[src/rtl/tick_timer_pkg.sv]
package tick_timer_pkg;

  // Per-lane strobes from control to datapath
  typedef struct packed {
    logic tick;     // prescale tick reaching an enabled lane
    logic restart;  // enable rising edge: clear stage and counter
    logic rdPick;   // lane selected by a read (clear + mux)
    logic wrClr;    // lane selected by a counter-clear strobe
    logic loadTgt;  // lane selected by a target write
  } laneCtl_t;

endpackage

[src/rtl/tick_divider.sv]
module tick_divider #(
  parameter int SLOW_DIV = 128,
  parameter int FAST_DIV = 16
) (
  input  logic clk,
  input  logic rst_n,
  output logic slowTick,
  output logic fastTick
);
  localparam int DIV_W = (SLOW_DIV > 1) ? $clog2(SLOW_DIV) : 1;
  localparam logic [DIV_W-1:0] SLOW_LAST = DIV_W'(SLOW_DIV - 1);
  localparam logic [DIV_W-1:0] FAST_MASK = DIV_W'(FAST_DIV - 1);

  logic [DIV_W-1:0] divCnt;

  always_ff @(posedge clk or negedge rst_n) begin
    if (!rst_n) divCnt <= '0;
    else if (divCnt == SLOW_LAST) divCnt <= '0;
    else divCnt <= divCnt + 1'b1;
  end

  // Power-of-two divisors: the fast tick is the low bits all ones
  assign slowTick = (divCnt == SLOW_LAST);
  assign fastTick = ((divCnt & FAST_MASK) == FAST_MASK);
endmodule

[src/rtl/tick_timer_ctrl.sv]
module tick_timer_ctrl
  import tick_timer_pkg::*;
#(
  parameter int NUM_TIMERS = 3,
  parameter int NUM_FAST   = 1,
  parameter int SEL_W      = 2
) (
  input  logic                  clk,
  input  logic                  rst_n,
  input  logic                  slowTick,
  input  logic                  fastTick,
  input  logic [NUM_TIMERS-1:0] timerEn,
  input  logic                  tgtWrEn,
  input  logic [SEL_W-1:0]      tgtWrSel,
  input  logic                  cntWrEn,
  input  logic [SEL_W-1:0]      cntWrSel,
  input  logic                  cntRdEn,
  input  logic [SEL_W-1:0]      cntRdSel,
  output laneCtl_t [NUM_TIMERS-1:0] laneCtl,
  output logic                  rdStrobe
);
  localparam int FIRST_FAST = NUM_TIMERS - NUM_FAST;

  logic [NUM_TIMERS-1:0] enQ;

  always_ff @(posedge clk or negedge rst_n) begin
    if (!rst_n) enQ <= '0;
    else enQ <= timerEn;
  end

  for (genvar i = 0; i < NUM_TIMERS; i++) begin : g_ctl
    logic laneTick;
    if (i >= FIRST_FAST) begin : g_fast
      assign laneTick = fastTick;
    end else begin : g_slow
      assign laneTick = slowTick;
    end
    assign laneCtl[i].tick    = timerEn[i] & laneTick;
    assign laneCtl[i].restart = timerEn[i] & ~enQ[i];
    assign laneCtl[i].rdPick  = cntRdEn & (cntRdSel == SEL_W'(i));
    assign laneCtl[i].wrClr   = cntWrEn & (cntWrSel == SEL_W'(i));
    assign laneCtl[i].loadTgt = tgtWrEn & (tgtWrSel == SEL_W'(i));
  end

  assign rdStrobe = cntRdEn;
endmodule

[src/rtl/tick_timer_datapath.sv]
module tick_timer_datapath
  import tick_timer_pkg::*;
#(
  parameter int NUM_TIMERS = 3,
  parameter int STAGE_W    = 8,
  parameter int CNT_W      = 4
) (
  input  logic                      clk,
  input  logic                      rst_n,
  input  laneCtl_t [NUM_TIMERS-1:0] laneCtl,
  input  logic [STAGE_W-1:0]        tgtWrData,
  input  logic                      rdStrobe,
  output logic [CNT_W-1:0]          cntRdData,
  output logic                      cntRdValid
);
  localparam logic [STAGE_W:0] FULL_PERIOD = {1'b1, {STAGE_W{1'b0}}};

  logic [CNT_W-1:0] cntArr [NUM_TIMERS];
  logic [CNT_W-1:0] rdMux;

  for (genvar i = 0; i < NUM_TIMERS; i++) begin : g_lane
    logic [STAGE_W-1:0] tgtQ;
    logic [STAGE_W-1:0] stageQ;
    logic [CNT_W-1:0]   cntQ;
    logic [STAGE_W:0]   periodLen;
    logic [STAGE_W:0]   stageNext;
    logic               wrapHit;
    logic               anyClr;

    // Target 0 stands for the full 2^STAGE_W period
    assign periodLen = (tgtQ == '0) ? FULL_PERIOD : {1'b0, tgtQ};
    assign stageNext = {1'b0, stageQ} + (STAGE_W+1)'(1);
    assign wrapHit   = laneCtl[i].tick & (stageNext == periodLen);
    assign anyClr    = laneCtl[i].rdPick | laneCtl[i].wrClr;

    always_ff @(posedge clk or negedge rst_n) begin
      if (!rst_n) tgtQ <= '0;
      else if (laneCtl[i].loadTgt) tgtQ <= tgtWrData;
    end

    always_ff @(posedge clk or negedge rst_n) begin
      if (!rst_n) begin
        stageQ <= '0;
        cntQ   <= '0;
      end else if (laneCtl[i].restart) begin
        stageQ <= '0;
        cntQ   <= '0;
      end else begin
        if (laneCtl[i].tick)
          stageQ <= wrapHit ? '0 : stageNext[STAGE_W-1:0];
        if (anyClr)
          cntQ <= wrapHit ? CNT_W'(1) : '0;
        else if (wrapHit)
          cntQ <= cntQ + 1'b1;
      end
    end

    assign cntArr[i] = cntQ;
  end

  always_comb begin
    rdMux = '0;
    for (int k = 0; k < NUM_TIMERS; k++)
      if (laneCtl[k].rdPick) rdMux = rdMux | cntArr[k];
  end

  always_ff @(posedge clk or negedge rst_n) begin
    if (!rst_n) begin
      cntRdData  <= '0;
      cntRdValid <= 1'b0;
    end else begin
      cntRdValid <= rdStrobe;
      if (rdStrobe) cntRdData <= rdMux;
    end
  end
endmodule

[src/rtl/tick_timer_bank.sv]
module tick_timer_bank
  import tick_timer_pkg::*;
#(
  parameter int NUM_TIMERS = 3,
  parameter int NUM_FAST   = 1,
  parameter int STAGE_W    = 8,
  parameter int CNT_W      = 4,
  parameter int SLOW_DIV   = 128,
  parameter int FAST_DIV   = 16,
  parameter int SEL_W      = (NUM_TIMERS > 1) ? $clog2(NUM_TIMERS + 1) : 1
) (
  input  logic                  clk,
  input  logic                  rst_n,
  input  logic [NUM_TIMERS-1:0] timerEn,
  input  logic                  tgtWrEn,
  input  logic [SEL_W-1:0]      tgtWrSel,
  input  logic [STAGE_W-1:0]    tgtWrData,
  input  logic                  cntWrEn,
  input  logic [SEL_W-1:0]      cntWrSel,
  input  logic                  cntRdEn,
  input  logic [SEL_W-1:0]      cntRdSel,
  output logic [CNT_W-1:0]      cntRdData,
  output logic                  cntRdValid
);
  logic slowTick;
  logic fastTick;
  logic rdStrobe;
  laneCtl_t [NUM_TIMERS-1:0] laneCtl;

  tick_divider #(
    .SLOW_DIV(SLOW_DIV),
    .FAST_DIV(FAST_DIV)
  ) u_div (
    .clk(clk),
    .rst_n(rst_n),
    .slowTick(slowTick),
    .fastTick(fastTick)
  );

  tick_timer_ctrl #(
    .NUM_TIMERS(NUM_TIMERS),
    .NUM_FAST(NUM_FAST),
    .SEL_W(SEL_W)
  ) u_ctrl (
    .clk(clk),
    .rst_n(rst_n),
    .slowTick(slowTick),
    .fastTick(fastTick),
    .timerEn(timerEn),
    .tgtWrEn(tgtWrEn),
    .tgtWrSel(tgtWrSel),
    .cntWrEn(cntWrEn),
    .cntWrSel(cntWrSel),
    .cntRdEn(cntRdEn),
    .cntRdSel(cntRdSel),
    .laneCtl(laneCtl),
    .rdStrobe(rdStrobe)
  );

  tick_timer_datapath #(
    .NUM_TIMERS(NUM_TIMERS),
    .STAGE_W(STAGE_W),
    .CNT_W(CNT_W)
  ) u_dp (
    .clk(clk),
    .rst_n(rst_n),
    .laneCtl(laneCtl),
    .tgtWrData(tgtWrData),
    .rdStrobe(rdStrobe),
    .cntRdData(cntRdData),
    .cntRdValid(cntRdValid)
  );
endmodule

[config.mk]
export PLATFORM = sky130hd
export DESIGN_NAME = tick_timer_bank
export DESIGN_NICKNAME = d
export VERILOG_FILES = /design/src/rtl/tick_timer_pkg.sv /design/src/rtl/tick_divider.sv /design/src/rtl/tick_timer_ctrl.sv /design/src/rtl/tick_timer_datapath.sv /design/src/rtl/tick_timer_bank.sv
export SDC_FILE = /design/constraint.sdc
export NUM_CORES = 1
export LEC_CHECK = 0
export BUFFER_PORTS_ARGS = -buffer_cell sky130_fd_sc_hd__buf_4
export CAP_MARGIN = 20
export CORE_MARGIN = 2
export CORE_UTILIZATION = 25
export CTS_BUF_LIST = sky130_fd_sc_hd__clkbuf_8
export DETAILED_ROUTE_END_ITERATION = 16
export MAX_ROUTING_LAYER = met4
export PLACE_DENSITY = 0.37
export SLEW_MARGIN = 5
export SYNTH_ARGS = -nofsm -noshare
export SYNTH_HDL_FRONTEND = slang
export SYNTH_SLANG_ARGS = --single-unit
export TNS_END_PERCENT = 10
[constraint.sdc]
create_clock -name clk -period 7.6 [get_ports clk]
set_clock_uncertainty 0.1 [all_clocks]
set_input_delay 1.9 -clock clk [delete_from_list [all_inputs] [get_ports clk]]
set_output_delay 1.9 -clock clk [all_outputs]
set_load 0.005 [all_outputs]
==> impl_metrics.json <==
{
  "status": "finished, final reports clean",
  "path_cells": "buf_4 -> nand4_1 -> nor4_1 -> nand4_1 -> or3_1 -> a21oi_1",
  "synth_top_area_share_pct": 42.98,
  "synth_ff_type": "dfrtp_1",
  "yosysSeqAreaShare_pct": 42.98,
  "gr-total-overflow": 0,
  "fp.dieArea_um2": 18540,
  "finalNetCount": 498,
  "timing.fmax_mhz": 279.6,
  "coreArea_um2": 17180,
  "drc_errors": 0,
  "critPathLaunchType": "input port",
  "antenna_found_initial": 0,
  "syn-num-nets": 477,
  "synthCells": 448,
  "fp-row-count": 48,
  "avgSynthCellArea_um2": 9.747,
  "grt_max_degree": 76,
  "worst-setup-path-type": "input port to flip-flop",
  "drv_slew": 0,
  "yosysTopAreaCell": "dfrtp_1",
  "tns_ns": 0,
  "synth_common_cells": "dfrtp_1, nand2_1, nand3_1",
  "cts_hold_buf": 0,
  "setup_violations": 0,
  "fin_cells": 699,
  "top_layer": "met4",
  "pwr_density_cell_nw_per_um2": 191.4,
  "fin_crit_sh_pct": 47.06,
  "final_antenna_net_count": 0,
  "postCtsSetupBuffers": 0,
  "io_buffers": 26,
  "antennaDiodeCount": 0,
  "synth_cell_types": 61,
  "slew_headroom_pct": 34.95,
  "critPathMostFrequentCell": "nand4_1",
  "leakagePower_nw": 2.075,
  "synth-edff-count": 0,
  "path_buf_inv": 1,
  "crit_path_end_kind": "flip-flop",
  "initial_core_util_pct": 25.42,
  "gp_congestion": 0.7795,
  "syn_to_final_growth_pct": 15.47,
  "cap_violations": 0,
  "ios": 27,
  "first_iter_violations": 144,
  "drt-met1-wl_mm": 5.290,
  "tightest_slew_ns": 0.9721,
  "clk_path_buf_depth": 2,
  "synth-async-reset-ratio_pct": 100.0,
  "drive_gt1_share_pct": 17.09,
  "cts_max_level": 3,
  "synth-seq-cells": 75,
  "cp_max_fo": 18,
  "finalCriticalPeriod_ns": 3.576,
  "wl_per_cell_um": 15.75,
  "yosysWarnings": 0,
  "power_mw": 0.9650,
  "yosysMostFrequentCell": "dfrtp_1",
  "die_h_um": 136.2,
  "clk_latency_ns": 0.37,
  "drt-total-wl_mm": 11.01,
  "cts_resized": 0,
  "grt_pass1_vias": 3380,
  "critical-path-top-delay-family": "simple AND/OR/NAND/NOR gates",
  "vias": 3436,
  "rsz0062_at_grt": "no",
  "synthTopCellsByArea": "dfrtp_1, mux2_2, xnor2_1",
  "die_w_um": 136.2,
  "cts_tree": "yes",
  "grt_usage_pct": 13.31,
  "hold_viol": 0,
  "cp.required_ns": 7.79,
  "ir_drop_v": 0.00006750,
  "cts_buffers": 9,
  "viasPerCell": 4.916,
  "cts_root_buf": "clkbuf_8",
  "hp-class": "flip-flop to flip-flop",
  "wl_met3_um": 347,
  "slowest_stage": "nand4_1",
  "synth_area_um2": 4367,
  "drtPass1Iterations": 4,
  "post-dp-hpwl_mm": 7.993,
  "numClockSinks": 75,
  "dp.cells": 682,
  "clkTransAtPathRegs_ns": 0.08,
  "arrival_ns": 3.76,
  "grt_first_pass_wirelength_mm": 18.37,
  "slowest_delay_ns": 0.65,
  "routed-wl-met2_mm": 5.186
}
-- per-stage QoR --
step                      instance area, um2  setup slack, ns  hold WS [ns]  utilization (%)
after floorplan                         4367            4.362        0.3251                -
after global placement                  4756            3.714        0.3612            27.69
after detailed placement                4768            3.672        0.3559            27.76
after CTS                               5015            4.069        0.3663            29.20
after global routing                    5042            3.823        0.3876            29.36
final                                   5042            4.024        0.3582            29.36
-- cells in the final DEF, fill, tap and decap left out, types with 7 or more instances in the layout --
cell / count
a21oi_1: 19
and3_1: 12
buf_4: 28
clkbuf_8: 13
dfrtp_1: 75
ha_1: 7
inv_1: 13
mux2_2: 25
mux2i_1: 10
nand2_1: 38
nand3_1: 29
nand4_1: 8
nor2_1: 24
nor2b_1: 9
nor3_1: 8
o21ai_0: 19
xnor2_1: 25
xor2_1: 11
-- worst reg2reg max path: stages, from the launching register on --
cell	delay [ns]
dfrtp_1	0.37
ha_1	0.20
nand3_1	0.33
nor2_1	0.61
and4_1	0.33
nand3_1	0.38
o21ai_0	0.59
o211ai_1	0.16
-- routing by layer --
metal	vias up	track usage [%]
met1	1675	17.19
met3	13	3.430
li1	1699	-
met5	-	-
met2	49	20.44
met4	0	4.109
-- flip-flops by register name (all words and copies together), names as in the netlist --
| register | cells |
|---|---|
| u_dp.g_lane.stageQ | 24 |
| u_dp.g_lane.tgtQ | 24 |
| u_dp.g_lane.cntQ | 12 |
| u_div.divCnt | 7 |
| u_dp.cntRdData | 4 |
| u_ctrl.enQ | 3 |
| u_dp.cntRdValid | 1 |
-- final cells by class --
cell class,count,area (um2)
Clock buffer,13,178.9
Clock inverter,3,67.56
Fill cell,1847,12130
Inverter,13,48.80
Multi-Input combinational cell,340,2346
Sequential cell,75,1877
Tap cell,225,281.5
Timing Repair Buffer,30,242.7
-- cells by family (layout without fill, tap and decap cells) --
kind of cell	count (synthesis)	after routing	share of synthesized area, %
multiplexers	35	35	8.739
AND/OR/NAND/NOR	169	169	21.35
buffers and inverters	33	59	3.295
flip-flops	75	75	42.98
AO/OA/AOI/OAI	93	93	14.41
adder cells (fa/ha/maj)	7	7	2.006
XOR/XNOR	36	36	7.221
-- final timing paths --
kind,start,to,cells past startpoint,slack (ns)
worst max-delay path,timerEn[2],u_dp.g_lane[2].cntQ[3],6,4.02
max in group asynchronous,rst_n,u_div.divCnt[0],2,5.45
min in group asynchronous,rst_n,u_dp.g_lane[1].stageQ[5],1,1.35
worst max register to register,u_div.divCnt[0],u_dp.g_lane[0].stageQ[5],7,4.40
worst min-delay path,u_div.divCnt[0],u_div.divCnt[0],1,0.36
worst min register to register,u_div.divCnt[0],u_div.divCnt[0],1,0.36
-- power breakdown --
| group | total [mW] | internal, mW | switching, mW |
|---|---|---|---|
| clock | 0.378 | 0.221 | 0.157 |
| combinational | 0.126 | 0.0639 | 0.0624 |
| sequential | 0.461 | 0.426 | 0.0352 |
| total | 0.965 | 0.711 | 0.254 |
Power figures use the tool's default switching activity.
